### config.mk
export PLATFORM = sky130hd
export DESIGN_NAME = tmr8_channel
export DESIGN_NICKNAME = d
export VERILOG_FILES = /design/src/rtl/tmr8_pkg.sv /design/src/rtl/tmr8_ctrl_fsm.sv /design/src/rtl/tmr8_counter.sv /design/src/rtl/tmr8_clkout.sv /design/src/rtl/tmr8_channel.sv
export SDC_FILE = /design/constraint.sdc
export NUM_CORES = 1
export LEC_CHECK = 0
export BUFFER_PORTS_ARGS = -buffer_cell sky130_fd_sc_hd__buf_2
export CAP_MARGIN = 5
export CORE_MARGIN = 8
export CORE_UTILIZATION = 40
export CTS_CLUSTER_DIAMETER = 50
export CTS_CLUSTER_SIZE = 24
export DETAILED_ROUTE_END_ITERATION = 8
export SLEW_MARGIN = 20
export SYNTH_ARGS = -nofsm -noshare
export SYNTH_HDL_FRONTEND = slang
export SYNTH_HIERARCHICAL = 1
export SYNTH_SLANG_ARGS = --single-unit
### constraint.sdc
create_clock -name clk -period 2.5 [get_ports clk]
set_clock_uncertainty 0.1 [all_clocks]
set_input_delay 0.625 -clock clk [delete_from_list [all_inputs] [get_ports clk]]
set_output_delay 0.625 -clock clk [all_outputs]
set_load 0.01 [all_outputs]
### src/rtl/tmr8_pkg.sv
package tmr8_pkg;
    localparam int unsigned ADDR_W = 2;

    localparam logic [ADDR_W-1:0] A_CTRL   = 2'd0;
    localparam logic [ADDR_W-1:0] A_RELOAD = 2'd1;
    localparam logic [ADDR_W-1:0] A_COUNT  = 2'd2;

    localparam int unsigned CB_RUN    = 0;
    localparam int unsigned CB_PRESET = 1;
    localparam int unsigned CB_OE     = 2;

    typedef enum logic {ST_STOP, ST_RUN} run_state_t;
    typedef enum logic {OUT_OFF, OUT_ON} out_state_t;
    typedef enum logic {PH_EVEN, PH_ODD} div_phase_t;
    typedef enum logic [1:0] {ACT_HOLD, ACT_DEC, ACT_WRAP, ACT_LOAD} cnt_act_t;
endpackage

### src/rtl/tmr8_ctrl_fsm.sv
module tmr8_ctrl_fsm
    import tmr8_pkg::*;
(
    input  logic clk,
    input  logic rst_n,
    input  logic wr_ctrl_i,
    input  logic run_bit_i,
    input  logic preset_bit_i,
    input  logic oe_bit_i,
    output logic run_o,
    output logic oe_o,
    output logic preset_o
);
    run_state_t run_q, run_d;
    out_state_t out_q, out_d;

    // next-state logic: GO / HALT and ENABLE / DISABLE
    always_comb begin
        run_d = run_q;
        out_d = out_q;
        if (wr_ctrl_i) begin
            unique case (run_q)
                ST_STOP: if (run_bit_i)  run_d = ST_RUN;
                ST_RUN:  if (!run_bit_i) run_d = ST_STOP;
            endcase
            unique case (out_q)
                OUT_OFF: if (oe_bit_i)  out_d = OUT_ON;
                OUT_ON:  if (!oe_bit_i) out_d = OUT_OFF;
            endcase
        end
    end

    always_ff @(posedge clk or negedge rst_n) begin
        if (!rst_n) begin
            run_q <= ST_STOP;
            out_q <= OUT_OFF;
        end else begin
            run_q <= run_d;
            out_q <= out_d;
        end
    end

    always_comb begin
        run_o    = (run_q == ST_RUN);
        oe_o     = (out_q == OUT_ON);
        preset_o = wr_ctrl_i && preset_bit_i;
    end
endmodule

### src/rtl/tmr8_counter.sv
module tmr8_counter
    import tmr8_pkg::*;
#(
    parameter int unsigned WIDTH = 8
) (
    input  logic             clk,
    input  logic             rst_n,
    input  logic             run_i,
    input  logic             cnt_en_i,
    input  logic             preset_i,
    input  logic             rld_wr_i,
    input  logic [WIDTH-1:0] rld_wdata_i,
    output logic [WIDTH-1:0] count_o,
    output logic [WIDTH-1:0] reload_o,
    output logic             uflow_o
);
    localparam logic [WIDTH-1:0] ONE  = WIDTH'(1);
    localparam logic [WIDTH-1:0] ZERO = '0;

    logic [WIDTH-1:0] count_q, reload_q;
    cnt_act_t         act;

    // per-cycle action; a preset outranks an underflow
    always_comb begin
        if (preset_i)                act = ACT_LOAD;
        else if (run_i && cnt_en_i)  act = (count_q == ZERO) ? ACT_WRAP : ACT_DEC;
        else                         act = ACT_HOLD;
    end

    always_ff @(posedge clk or negedge rst_n) begin
        if (!rst_n) begin
            count_q <= ZERO;
        end else begin
            unique case (act)
                ACT_HOLD: count_q <= count_q;
                ACT_DEC:  count_q <= count_q - ONE;
                ACT_WRAP: count_q <= reload_q;
                ACT_LOAD: count_q <= reload_q;
            endcase
        end
    end

    always_ff @(posedge clk or negedge rst_n) begin
        if (!rst_n)        reload_q <= ZERO;
        else if (rld_wr_i) reload_q <= rld_wdata_i;
    end

    always_comb begin
        count_o  = count_q;
        reload_o = reload_q;
        uflow_o  = (act == ACT_WRAP);
    end
endmodule

### src/rtl/tmr8_clkout.sv
module tmr8_clkout
    import tmr8_pkg::*;
(
    input  logic clk,
    input  logic rst_n,
    input  logic uflow_i,
    input  logic oe_i,
    output logic ext_q_o,
    output logic ext_out_o,
    output logic ser_clk_o
);
    logic       ext_q, ser_q;
    div_phase_t ph_q;

    always_ff @(posedge clk or negedge rst_n) begin
        if (!rst_n) begin
            ext_q <= 1'b0;
            ser_q <= 1'b0;
            ph_q  <= PH_EVEN;
        end else if (uflow_i) begin
            ext_q <= ~ext_q;
            unique case (ph_q)
                PH_EVEN: ph_q <= PH_ODD;
                PH_ODD: begin
                    ph_q  <= PH_EVEN;
                    ser_q <= ~ser_q;
                end
            endcase
        end
    end

    // parked levels: external low, serial clock high
    always_comb begin
        ext_q_o   = ext_q;
        ext_out_o = oe_i ? ext_q : 1'b0;
        ser_clk_o = oe_i ? ser_q : 1'b1;
    end
endmodule

### src/rtl/tmr8_channel.sv
module tmr8_channel #(
    parameter int unsigned WIDTH = 8
) (
    input  logic                        clk,
    input  logic                        rst_n,
    input  logic                        cnt_en_i,
    input  logic                        reg_wr_i,
    input  logic [tmr8_pkg::ADDR_W-1:0] reg_addr_i,
    input  logic [WIDTH-1:0]            reg_wdata_i,
    output logic [WIDTH-1:0]            reg_rdata_o,
    output logic                        uflow_o,
    output logic                        ext_out_o,
    output logic                        ser_clk_o
);
    import tmr8_pkg::*;

    logic             wr_ctrl, wr_rld;
    logic             run_s, oe_s, preset_s, uflow_s, ext_q_s;
    logic [WIDTH-1:0] count_s, reload_s;

    assign wr_ctrl = reg_wr_i && (reg_addr_i == A_CTRL);
    assign wr_rld  = reg_wr_i && (reg_addr_i == A_RELOAD);

    tmr8_ctrl_fsm u_ctrl (
        .clk          (clk),
        .rst_n        (rst_n),
        .wr_ctrl_i    (wr_ctrl),
        .run_bit_i    (reg_wdata_i[CB_RUN]),
        .preset_bit_i (reg_wdata_i[CB_PRESET]),
        .oe_bit_i     (reg_wdata_i[CB_OE]),
        .run_o        (run_s),
        .oe_o         (oe_s),
        .preset_o     (preset_s)
    );

    tmr8_counter #(.WIDTH(WIDTH)) u_cnt (
        .clk         (clk),
        .rst_n       (rst_n),
        .run_i       (run_s),
        .cnt_en_i    (cnt_en_i),
        .preset_i    (preset_s),
        .rld_wr_i    (wr_rld),
        .rld_wdata_i (reg_wdata_i),
        .count_o     (count_s),
        .reload_o    (reload_s),
        .uflow_o     (uflow_s)
    );

    tmr8_clkout u_out (
        .clk       (clk),
        .rst_n     (rst_n),
        .uflow_i   (uflow_s),
        .oe_i      (oe_s),
        .ext_q_o   (ext_q_s),
        .ext_out_o (ext_out_o),
        .ser_clk_o (ser_clk_o)
    );

    always_comb begin
        reg_rdata_o = '0;
        unique case (reg_addr_i)
            A_CTRL: begin
                reg_rdata_o[CB_RUN] = run_s;
                reg_rdata_o[CB_OE]  = oe_s;
            end
            A_RELOAD: reg_rdata_o = reload_s;
            A_COUNT:  reg_rdata_o = count_s;
            default:  reg_rdata_o = '0;
        endcase
    end

    assign uflow_o = uflow_s;
endmodule

## Word level (Yosys, flattened, before mapping)

Index checks and enable logic that the tools add are counted.

| cells by class | value |
|---|---|
| bitwise operators | 3 |
| eq/ne operators | 5 |
| $add $sub $neg | 1 |
| mux-type cells | 13 |
| reduce and logical (&&, ||, !) cells | 9 |

Operator list:

| kind | number |
|---|---|
| $pmux 8 s2 | 1 |
| $pmux 5 s2 | 1 |
| $logic_not 8->1 | 1 |
| $sub 8x1->8 const B | 1 |
| $eq 2x2->1 const B | 3 |
| $mux 2 | 3 |
| $pmux 1 s3 | 2 |
| $eq 2x1->1 const B | 2 |
| $logic_and 1x1->1 | 4 |
| $logic_not 2->1 | 2 |
| $mux 1 | 4 |
| $pmux 1 s2 | 2 |
| $not 1->1 | 3 |
| $reduce_and 2->1 | 1 |
| $reduce_or 2->1 | 1 |

| word-level totals | value |
|---|---|
| bits in registers | 21 |
| output and inout port bits | 11 |
| word-level logic and storage cells | 38 |
| bits of input ports | 14 |

## Depth between registers and ports, before layout

Gate-level depths: netlist (run 1).

| depth | value |
|---|---|
| word-level depth | 7 |
| mapped depth | 8 |
| mapped depth without buffers | 7 |

## Modules after synthesis

The synthesis (run 1) kept the hierarchy.

Modules (own cells, without submodules):

| module | sequential area each (um2) | cells each | instances | area an instance (um2) |
|---|---|---|---|---|
| tmr8_counter | 400.4 | 80 | 1 | 865.8 |
| tmr8_channel | 0.0 | 26 | 1 | 202.7 |
| tmr8_clkout | 75.1 | 9 | 1 | 117.6 |
| tmr8_ctrl_fsm | 50.0 | 5 | 1 | 80.1 |

## Worst setup path after synthesis (run 1)

Ideal clock, no wire load.

| path | value |
|---|---|
| kind | input-to-output |
| start point | in reg_addr_i[0] (netlist bit) |
| end point | out uflow_o |
| setup slack | -0.184 ns |
| required time | 1.775 ns |
| data arrival time | 1.959 ns |
| stages | 6 |
| path buffers | 1 |
| path through | inv_1 -> ha_1 -> and2_1 -> and2_2 -> clkbuf_1 -> nor3_1 |

| between the ends | value |
|---|---|
| word-level cells in the longest chain between the ends | 5 |

Ends and longest elaborated chain:

| what | RTL line | source |
|---|---|---|
| start, declared | tmr8_channel.sv:8 | `input logic [tmr8_pkg::ADDR_W-1:0] reg_addr_i,` |
| $logic_not 2->1 | tmr8_channel.sv:21 | `assign wr_ctrl = reg_wr_i && (reg_addr_i == A_CTRL);` |
| $logic_and 1x1->1 | tmr8_channel.sv:21 |  |
| via wr_ctrl | tmr8_channel.sv:17 | `logic wr_ctrl, wr_rld;` |
| $logic_and 1x1->1 | tmr8_ctrl_fsm.sv:46 | `preset_o = wr_ctrl_i && preset_bit_i;` |
| via preset_s | tmr8_channel.sv:18 | `logic run_s, oe_s, preset_s, uflow_s, ext_q_s;` |
| $mux 2 | tmr8_counter.sv:25 | `if (preset_i) act = ACT_LOAD;` |
| $eq 2x2->1 | tmr8_counter.sv:51 | `uflow_o = (act == ACT_WRAP);` |
| end, declared | tmr8_channel.sv:11 | `output logic uflow_o,` |

The timed path passes the listed nets, and every way through them passes these cells.

## Worst setup path in the final report (run 1)

Same ends and word-level chain as after synthesis.

==> results of run 1 <==
==> cell type report <==
class,instances,area [um^2]
Clock buffer,4,26.3
Timing Repair Buffer,40,240
Multi-Input combinational cell,88,712
Inverter,6,22.5
Sequential cell,21,528
Tap cell,44,55.1
Fill cell,293,1440
==> where the power goes <==
part / internal (mW) / switching, mW
logic: 0.273 / 0.231
clock network: 0.0621 / 0.101
registers: 0.445 / 0.137
total: 0.780 / 0.469
==> through the flow <==
step,util [%],instances,area [um^2],setup TNS [ns]
final,52.3,203,1580,0
after global routing,52.3,203,1580,-0.0105
after CTS,50.8,199,1540,0
after detailed placement,49.8,195,1510,0
after global placement,49.8,195,1510,0
after floorplan,-,120,1280,0
==> cells in the final DEF, fill, tap and decap left out, drive strengths merged <==
cell type	synthesis	routed
o21ai	4	4
o32a	1	1
mux2i	2	2
nor4	1	1
mux2	9	9
nand4b	1	1
xor2	2	2
xnor2	1	1
nor2	6	6
a31oi	3	3
nand3	4	4
a21o	1	1
nor2b	7	7
dfrtp	21	21
and3	1	1
nand2b	1	1
o2111ai	1	1
a21oi	2	2
nor3b	1	1
or2	1	1
nor4b	1	1
o31a	1	1
a222oi	2	2
and2	6	6
nand2	5	5
o31ai	1	1
buf	3	40
o221a	1	1
or4	1	1
inv	6	6
ha	6	6
nor3	4	4
a22oi	6	6
o211ai	1	1
o22a	4	4
clkbuf	2	4
==> cell families (layout without fill, tap and decap cells) <==
| logic type | count (synthesis) | count (layout) | share of synthesized area [%] |
|---|---|---|---|
| AND/OR/NAND/NOR | 40 | 40 | 19.8 |
| AO/OA/AOI/OAI | 28 | 28 | 16.6 |
| flip-flops | 21 | 21 | 41.5 |
| multiplexers | 11 | 11 | 9.59 |
| buffers and inverters | 11 | 50 | 4.55 |
| adder cells (fa/ha/maj) | 6 | 6 | 5.93 |
| XOR/XNOR | 3 | 3 | 2.08 |
==> registers in the layout, indices dropped and copies added (netlist names) <==
register / flops
u_cnt/count_o: 8
u_cnt/reload_o: 8
u_ctrl/oe_o: 1
u_ctrl/run_o: 1
u_out/ext_q_o: 1
u_out/ph_q: 1
u_out/ser_q: 1
==> timing repair <==
action	in CTS	in global routing
resized for setup	2	5
cloned	0	0
pin swaps	0	2
buffers inserted	0	4
endpoints found under the setup margin	1	1
==> layer usage <==
layer | track usage, % | up-vias
met4 | 4.08 | 0
li1 | - | 520
met2 | 22.0 | 20
met5 | 0 | -
met3 | 2.20 | 4
met1 | 13.9 | 527
==> how the worst min path moves through the flow <==
stage	cells past startpoint	slack, ns	start	to
after floorplan	0	0.23	rst_n	u_cnt/count_o[0]
after global placement	1	0.34	u_out/ext_q_o	u_out/ext_q_o
after detailed placement	1	0.36	u_out/ph_q	u_out/ph_q
after CTS	1	0.17	rst_n	u_cnt/reload_o[0]
after global routing	1	0.18	rst_n	u_cnt/reload_o[0]
final	1	0.16	rst_n	u_cnt/reload_o[0]
==> results.md, run 1 <==
Timing
- **time the worst path needs with I/O delays and setup** 2.40 ns
- **number of setup violations in the final report** 0
- **Slew Limit Headroom** 68.4%
- **total count of hold-check failures in the final report** 0
- **worst hold slack** 0.158 ns
- **final setup margin** 0.102 ns
- **transition time of the tightest slew-check pin** 0.474 ns
- **Max Clk Rate** 417 MHz
- **max-slew violation count** 0
- **share of the clock period used by the worst path after layout** 95.9%

Floorplan
- **number of cell rows** 20
- **core outline area** 3030 um^2
- **die width** 72.3 um
- **Die Ht** 72.3 um
- **Total Die Area** 5220 um^2
- **ports placed on the boundary** 25
- **starting utilization of the core area** 41.8%

Pwr
- **maximum ir drop on the vdd rail** 0.416 mV
- **total power consumption of the routed design** 1.25 mW
- **power density normalized to cell area** 789 nW/um^2
- **Leakage** 0.732 nW

Synth
- **cell count after synthesis** 120
- **Cell variety after synth** 40
- **most frequently used cell type in the post-synthesis netlist** sky130_fd_sc_hd__dfrtp_1
- **fraction of the yosys area taken by sequential cells** 41.5%
- **number of synthesized flops with an enable pin** 0
- **synthesis-stage register bit count** 21
- **synthesized net count** 140
- **Synth Flop Type** sky130_fd_sc_hd__dfrtp_1
- **area share of the largest cell type after synthesis** 41.5%
- **average cell area after synthesis** 10.6 um^2
- **Commonest cells post-synth** sky130_fd_sc_hd__dfrtp_1, sky130_fd_sc_hd__mux2_2, sky130_fd_sc_hd__nor2b_1
- **area leader, netlist** sky130_fd_sc_hd__dfrtp_1
- **Synth Warn #** 6
- **top cells by area in the synthesized netlist** sky130_fd_sc_hd__dfrtp_1, sky130_fd_sc_hd__mux2_2, sky130_fd_sc_hd__ha_1
- **Post-Synthesis Cell Area** 1270 um^2
- **fraction of registers with async set/reset** 100%

Worst setup path
- **worst setup path start** reg_addr_i[0]
- **WS Path Type** in2out
- **start of the worst register-to-register path** u_cnt/count_o[0]
- **Levels on crit path** 7
- **Worst Path Buf+Inv** 3
- **slack of the worst reg-to-reg path** 0.71 ns
- **CP max stage delay** 0.21 ns
- **family with the most delay on the worst path** simple AND/OR/NAND/NOR gates
- **worst path cell trace** buf_2 > inv_1 > ha_2 > and2_1 > and2_2 > nor3_4 > buf_2
- **arrival time of the worst setup path** 1.67 ns
- **RR Endpoint** u_cnt/count_o[0]
- **Max stage delay cell, worst path** sky130_fd_sc_hd__and2_2
- **Max FO, Critical Path** 3
- **Worst Setup End Kind** primary output
- **FF-to-FF path depth** 7
- **Setup crit end** uflow_o
- **most frequent cell on the critical path** sky130_fd_sc_hd__buf_2
- **Crit path required time** 1.77 ns
- **kind of launch point of the worst setup path** input port

Clocking
- **clock transition at the register clock pins on the worst setup and hold paths after CTS** 0.12 ns
- **clock tree buffer depth** 2
- **number of buffers created by CTS** 3
- **TritonCTS clock tree** built
- **number of clock sinks** 21
- **CTS root buffer** sky130_fd_sc_hd__clkbuf_4
- **number of H-tree levels** 1
- **clock insertion delay at the later pin of the skew report** 0.30 ns
- **quantity of hold-fixing buffers added after cts** 0

Global route
- **global router's overall resource usage** 12.1%
- **first-pass GRT wire length** 5.03 mm
- **vias in the first global route** 1,105
- **antenna violations before repair** 0
- **total congestion overflow** 0
- **largest net degree at the start of global routing** 22

Drt
- **DR WL/cell** 15.2 um
- **final routed wirelength across all metal layers** 3.08 mm
- **highest signal layer in the routed design** met4
- **Via Count** 1,071
- **remaining number of nets flagged by the antenna check after routing** 0
- **remaining routing DRC violations** 0
- **M1 wire length** 1.38 mm
- **sum of met2 wire segment lengths after detailed routing** 1.58 mm
- **Via density** 5.28
- **detailed router's first-iteration violation count** 69
- **detailed-routing iteration count for the pre-antenna-repair pass** 4
- **amount of wire on met3 after detailed routing** 96 um

Hold path
- **Hold/Removal Path Class** in2async

Flow run
- **max_cap viols** 0

Layout
- **Final Net Count** 180
- **layout overhead on the synthesized area** 25.1%
- **Antenna Diode Count** 0
- **fraction of final layout cells sized beyond drive strength 1** 40.9%

Place
- **number of buffers added on ports** 24
- **estimated wirelength of the detail-placed design** 2.44 mm
- **placer congestion estimate** 0.898
- **worst-case setup slack after placement** 0.0461 ns

Status
- **status** complete, no violations

Note: power is estimated with default switching activity, not from simulation.
==> inputs of run 2 (changes only) <==
--- a/config.mk
+++ b/config.mk
@@ -8,7 +8,7 @@
 export BUFFER_PORTS_ARGS = -buffer_cell sky130_fd_sc_hd__buf_2
 export CAP_MARGIN = 5
 export CORE_MARGIN = 8
-export CORE_UTILIZATION = 40
+export CORE_UTILIZATION = 30
 export CTS_CLUSTER_DIAMETER = 50
 export CTS_CLUSTER_SIZE = 24
 export DETAILED_ROUTE_END_ITERATION = 8
==> results.md, run 2 (synthesis results as in run 1) <==
Timing
- **max-slew violation count** 0, unchanged
- **share of the clock period used by the worst path after layout** 96.7%, +0.83 points
- **Slew Limit Headroom** 69.0%, +0.64 points
- **total count of hold-check failures in the final report** 0, unchanged
- **Max Clk Rate** 413 MHz, -0.86%
- **setup repair after global routing missed its margin** yes
- **number of setup violations in the final report** 0, unchanged
- **transition time of the tightest slew-check pin** 0.465 ns, -0.00953 ns
- **time the worst path needs with I/O delays and setup** 2.42 ns, +0.0208 ns

Layout
- **most common library cell in the layout ignoring fill and taps** sky130_fd_sc_hd__buf_2
- **top library cells by usage in the layout, fill and taps aside** sky130_fd_sc_hd__buf_2, sky130_fd_sc_hd__dfrtp_1, sky130_fd_sc_hd__buf_4
- **Antenna Diode Count** 0, unchanged
- **Final Net Count** 175, -2.8%
- **fraction of final layout cells sized beyond drive strength 1** 38.3%, -2.6 points
- **layout overhead on the synthesized area** 23.4%
- **share of the core filled with cells** 38.8%, -14 points
- **final standard cell area without fillers** 1560 um^2, -1.3%

Worst setup path
- **kind of launch point of the worst setup path** input port
- **Crit path required time** 1.77 ns, about the same
- **Worst Setup End Kind** primary output
- **CP max stage delay** 0.39 ns, +0.18 ns
- **Max stage delay cell, worst path** sky130_fd_sc_hd__a222oi_1
- **most frequent cell on the critical path** sky130_fd_sc_hd__buf_2
- **Max FO, Critical Path** 8, +5
- **WS Path Type** in2out
- **FF-to-FF path depth** 7, unchanged
- **arrival time of the worst setup path** 1.69 ns, +0.02 ns
- **worst path cell trace** buf_2 > inv_1 > ha_1 > a222oi_1 > nor2_1 > buf_2

Floorplan
- **ports placed on the boundary** 25, unchanged
- **Total Die Area** 6560 um^2, +26%
- **die width** 81.0 um, +12%
- **core outline area** 4030 um^2, +33%
- **number of cell rows** 23, +15%
- **starting utilization of the core area** 31.4%, -10 points
- **Die Ht** 81.0 um, +12%

Global route
- **largest net degree at the start of global routing** 22, unchanged
- **first-pass GRT wire length** 5.08 mm, +0.95%
- **vias in the first global route** 1,060, -4.1%
- **antenna violations before repair** 0, unchanged
- **total congestion overflow** 0, unchanged
- **global router's overall resource usage** 9.70%, -2.4 points

Clocking
- **clock transition at the register clock pins on the worst setup and hold paths after CTS** 0.07 ns, -0.05 ns
- **clock tree buffer depth** 2, unchanged
- **TritonCTS clock tree** built
- **CTS root buffer** sky130_fd_sc_hd__clkbuf_8
- **number of buffers created by CTS** 3, unchanged
- **number of H-tree levels** 1, unchanged
- **number of clock sinks** 21, unchanged
- **clock insertion delay at the later pin of the skew report** 0.26 ns, -0.04 ns

Status
- **status** complete, no violations

Pwr
- **Leakage** 0.713 nW, -2.7%
- **maximum ir drop on the vdd rail** 0.334 mV, -20%
- **power density normalized to cell area** 817 nW/um^2, +3.6%
- **total power consumption of the routed design** 1.28 mW, +2.2%

Drt
- **DR WL/cell** 14.7 um, -3.1%
- **detailed-routing iteration count for the pre-antenna-repair pass** 4, unchanged
- **Via Count** 1,040, -2.9%
- **remaining routing DRC violations** 0, unchanged
- **detailed router's first-iteration violation count** 34, -51%
- **Via density** 5.10, -3.4%
- **final routed wirelength across all metal layers** 3.00 mm, -2.6%
- **remaining number of nets flagged by the antenna check after routing** 0, unchanged

Place
- **Placed Instance Area** 1480 um^2, -2.0%
- **number of buffers added on ports** 24, unchanged
- **estimated wirelength of the detail-placed design** 2.32 mm, -4.8%
- **placer congestion estimate** 0.823, -8.4%

Flow run
- **max_cap viols** 0, unchanged

Hold path
- **Hold/Removal Path Class** in2async

-- run 2: final cells by class --
| cell class | instances | area (um^2) |
|---|---|---|
| clock buffers | 4 | 45.0 |
| inverters | 6 | 22.5 |
| fillers | 396 | 2470 |
| well taps | 50 | 62.6 |
| multi-input cells | 88 | 703 |
| flip-flops and latches | 21 | 527 |
| repair buffers | 35 | 203 |
-- run 2: worst paths after layout --
| kind | from | end | slack, ns |
|---|---|---|---|
| setup / recovery | reg_addr_i[0] | reg_rdata_o[0] | 0.08 |
| hold / removal | rst_n | u_cnt/reload_o[2] | 0.21 |
| setup reg to reg | u_cnt/count_o[1] | u_cnt/count_o[0] | 0.68 |
| hold reg to reg | u_out/ext_q_o | u_out/ext_q_o | 0.36 |
| max in group asynchronous | rst_n | u_cnt/count_o[1] | 1.74 |
| min in group clk | u_out/ext_q_o | u_out/ext_q_o | 0.36 |
-- run 2: timing repair --
item / CTS / global route
setup buffers: 1 / 3
hold buffers: 0 / 0
endpoints found under the setup margin: 1 / 2
resized for setup: 0 / 6
hold endpoints to repair: 0 / 0
pin swaps: 0 / 2
-- run 2: through the flow --
stage,setup slack [ns],instances,TNS [ns],hold slack [ns]
after global routing,-0.0226,204,-0.0311,0.239
after CTS,0.0179,201,0,0.221
after floorplan,0.0375,120,0,0.229
final,0.0815,204,0,0.211
after detailed placement,0.0214,196,0,0.351
after global placement,0.0680,196,0,0.345
-- run 2: power by group --
part / switching [mW] / internal [mW] / leakage (nW)
registers: 0.141 / 0.445 / 0.254
clock network: 0.102 / 0.113 / 0.0228
logic: 0.218 / 0.258 / 0.436
-- run 2: per-layer routing --
layer / routed length [um] / global-route usage (%) / vias up
li1: - / - / 509
met1: 1330 / 12.4 / 505
met2: 1560 / 15.7 / 24
met3: 98 / 1.66 / 2
met4: 16 / 4.29 / 0
met5: 0 / 0 / -
-- run 2: worst max-delay path, delay by kind of cell --
family	cells	cell delay, ns
AO/OA/AOI/OAI	1	0.39
buffers and inverters	3	0.30
AND/OR/NAND/NOR	1	0.06
adder cells (fa/ha/maj)	1	0.31
==> inputs of run 3 (changes only) <==
--- a/config.mk
+++ b/config.mk
@@ -9,6 +9,7 @@
 export CAP_MARGIN = 5
 export CORE_MARGIN = 8
 export CORE_UTILIZATION = 30
+export CTS_BUF_LIST = sky130_fd_sc_hd__clkbuf_2
 export CTS_CLUSTER_DIAMETER = 50
 export CTS_CLUSTER_SIZE = 24
 export DETAILED_ROUTE_END_ITERATION = 8
==> constraint.sdc (replaced) <==
create_clock -name clk -period 2.5 [get_ports clk]
set_clock_uncertainty 0.1 [all_clocks]
set_input_delay 0 -clock clk [delete_from_list [all_inputs] [get_ports clk]]
set_output_delay 0 -clock clk [all_outputs]
set_load 0.01 [all_outputs]
==> results.md, run 3 (synthesis results as in run 1) <==
Layout
- **final standard cell area without fillers** 1530 um^2, -2.2%
- **count of fill cells added during filler insertion** 412, +4.0%
- **layout overhead on the synthesized area** 20.8%
- **multi-input logic area** 688 um^2, -2.1%
- **share of the core filled with cells** 38.0%, -0.84 points
- **Antenna Diode Count** 0, unchanged
- **most common library cell in the layout ignoring fill and taps** sky130_fd_sc_hd__buf_2
- **storage element area** 526 um^2, -0.24%
- **Final Net Count** 173, -1.1%
- **fraction of final layout cells sized beyond drive strength 1** 28.9%, -9.4 points
- **top library cells by usage in the layout, fill and taps aside** sky130_fd_sc_hd__buf_2, sky130_fd_sc_hd__dfrtp_1, sky130_fd_sc_hd__dlygate4sd3_1, sky130_fd_sc_hd__mux2_2, sky130_fd_sc_hd__nor2b_1
- **Cell Count, Final, Fillers Out** 202, -0.98%

Global route
- **global router's overall resource usage** 10.1%, +0.40 points
- **antenna violations before repair** 0, unchanged
- **largest net degree at the start of global routing** 22, unchanged
- **first-pass GRT wire length** 5.33 mm, +4.9%
- **vias in the first global route** 1,140, +7.5%
- **total congestion overflow** 0, unchanged

Floorplan
- **Die Ht** 81.0 um, unchanged
- **core outline area** 4030 um^2, unchanged
- **ports placed on the boundary** 25, unchanged
- **starting utilization of the core area** 31.4%, unchanged
- **Total Die Area** 6560 um^2, unchanged
- **die width** 81.0 um, unchanged
- **number of cell rows** 23, unchanged

Drt
- **detailed-routing iteration count for the pre-antenna-repair pass** 5, +1
- **DR WL/cell** 15.3 um, +3.9%
- **remaining routing DRC violations** 0, unchanged
- **final routed wirelength across all metal layers** 3.09 mm, +2.9%
- **Via density** 5.29, +3.7%
- **detailed router's first-iteration violation count** 34, unchanged
- **remaining number of nets flagged by the antenna check after routing** 0, unchanged
- **Via Count** 1,068, +2.7%

Timing
- **Max Clk Rate** 464 MHz, +12%
- **number of setup violations in the final report** 0, unchanged
- **transition time of the tightest slew-check pin** 0.737 ns, +0.273 ns
- **Slew Limit Headroom** 50.6%, -18 points
- **total count of hold-check failures in the final report** 0, unchanged
- **max-slew violation count** 0, unchanged
- **worst hold slack** 0.0301 ns, -0.181 ns
- **share of the clock period used by the worst path after layout** 86.1%, -11 points
- **setup repair after global routing missed its margin** no
- **time the worst path needs with I/O delays and setup** 2.15 ns, -0.266 ns
- **final-layout setup total negative slack** 0 ns, unchanged

Clocking
- **number of H-tree levels** 1, unchanged
- **clock insertion delay at the later pin of the skew report** 0.30 ns, +0.04 ns
- **count of buffers added by post-CTS timing repair for setup** 0, -1
- **clock transition at the register clock pins on the worst setup and hold paths after CTS** 0.19 ns, +0.12 ns
- **clock tree buffer depth** 2, unchanged
- **number of clock sinks** 21, unchanged
- **CTS root buffer** sky130_fd_sc_hd__clkbuf_2
- **TritonCTS clock tree** built
- **number of buffers created by CTS** 3, unchanged

Worst setup path
- **arrival time of the worst setup path** 2.05 ns, +0.36 ns
- **slack of the worst reg-to-reg path** 0.52 ns, -0.16 ns
- **WS Path Type** reg2out
- **Crit path required time** 2.40 ns, +0.63 ns
- **Setup crit end** uflow_o
- **kind of launch point of the worst setup path** register
- **RR Endpoint** u_out/ser_q
- **start of the worst register-to-register path** u_cnt/count_o[0]
- **Max FO, Critical Path** 6, -2
- **Worst Setup End Kind** primary output
- **FF-to-FF path depth** 7, unchanged
- **worst setup path start** u_cnt/count_o[0]

Place
- **number of buffers added on ports** 24, unchanged
- **Placed Instance Area** 1410 um^2, -4.3%
- **estimated wirelength of the detail-placed design** 2.37 mm, +2.0%
- **placer congestion estimate** 0.909, +10%
- **number of cells in the design after placement** 189, -3.6%

Status
- **status** complete, no violations

Hold path
- **Hold/Removal Path Class** in2reg

Pwr
- **maximum ir drop on the vdd rail** 0.378 mV, +13%
- **power density normalized to cell area** 746 nW/um^2, -8.6%
- **Leakage** 0.694 nW, -2.7%

Flow run
- **max_cap viols** 0, unchanged

-- run 3: cell types whose count changed in the layout (fill, tap and decap cells not counted), sizes merged --
cell,change
buf,-11
dlygate4sd3,+9
-- run 3: worst max-delay path, stage by stage (launching register included) --
cell and delay (ns):
sky130_fd_sc_hd__dfrtp_1 0.47, sky130_fd_sc_hd__inv_1 0.12, sky130_fd_sc_hd__ha_1 0.17, sky130_fd_sc_hd__nor4b_4 0.30, sky130_fd_sc_hd__nand2_1 0.14, sky130_fd_sc_hd__nor3_2 0.35
sky130_fd_sc_hd__buf_2 0.21
-- run 3: routing by layer --
layer / global-route usage (%) / part of all wire, % / vias up
met5: 0 / 0 / -
met4: 3.21 / 0.52 / 0
met1: 12.1 / 44 / 533
li1: - / - / 511
met2: 18.0 / 53 / 22
met3: 1.43 / 3.0 / 2
-- run 3: layout make-up --
class,count,area share [%]
Timing Repair Buffer,33,13.7
Clock buffer,4,1.31
Sequential cell,21,34.4
Multi-Input combinational cell,88,45.0
Tap cell,50,4.09
Inverter,6,1.47
-- run 3: where the power goes --
group / switching [mW] / internal, mW / total (mW)
registers: 0.151 / 0.441 / 0.592
logic: 0.193 / 0.217 / 0.410
clock network: 0.0966 / 0.0424 / 0.139
total: 0.440 / 0.701 / 1.14
-- run 3: worst min-delay path by stage --
| stage | start | endpoint | cells past startpoint |
|---|---|---|---|
| 2_1_floorplan | rst_n | u_cnt/count_o[0] | 0 |
| 3_3_place_gp | rst_n | u_cnt/reload_o[2] | 1 |
| 3_5_place_dp | rst_n | u_cnt/reload_o[2] | 1 |
| 4_1_cts | reg_wr_i | u_ctrl/run_o | 3 |
| 5_1_grt | reg_wr_i | u_ctrl/run_o | 3 |
| 6_report | reg_wr_i | u_ctrl/run_o | 3 |
-- run 3: what timing repair did --
action / CTS / global route
endpoints found under the hold margin: 31 / 0
setup endpoints to repair: 0 / 1
resized for setup: 0 / 1
hold buffers: 9 / 0
-- run 3: through the flow --
stage          setup slack, ns  total power, mW
6_report                 0.347             1.14
5_1_grt                 0.0766             1.23
4_1_cts                  0.153             1.15
3_5_place_dp             0.372            0.997
3_3_place_gp             0.496            0.983
2_1_floorplan            0.435            0.868
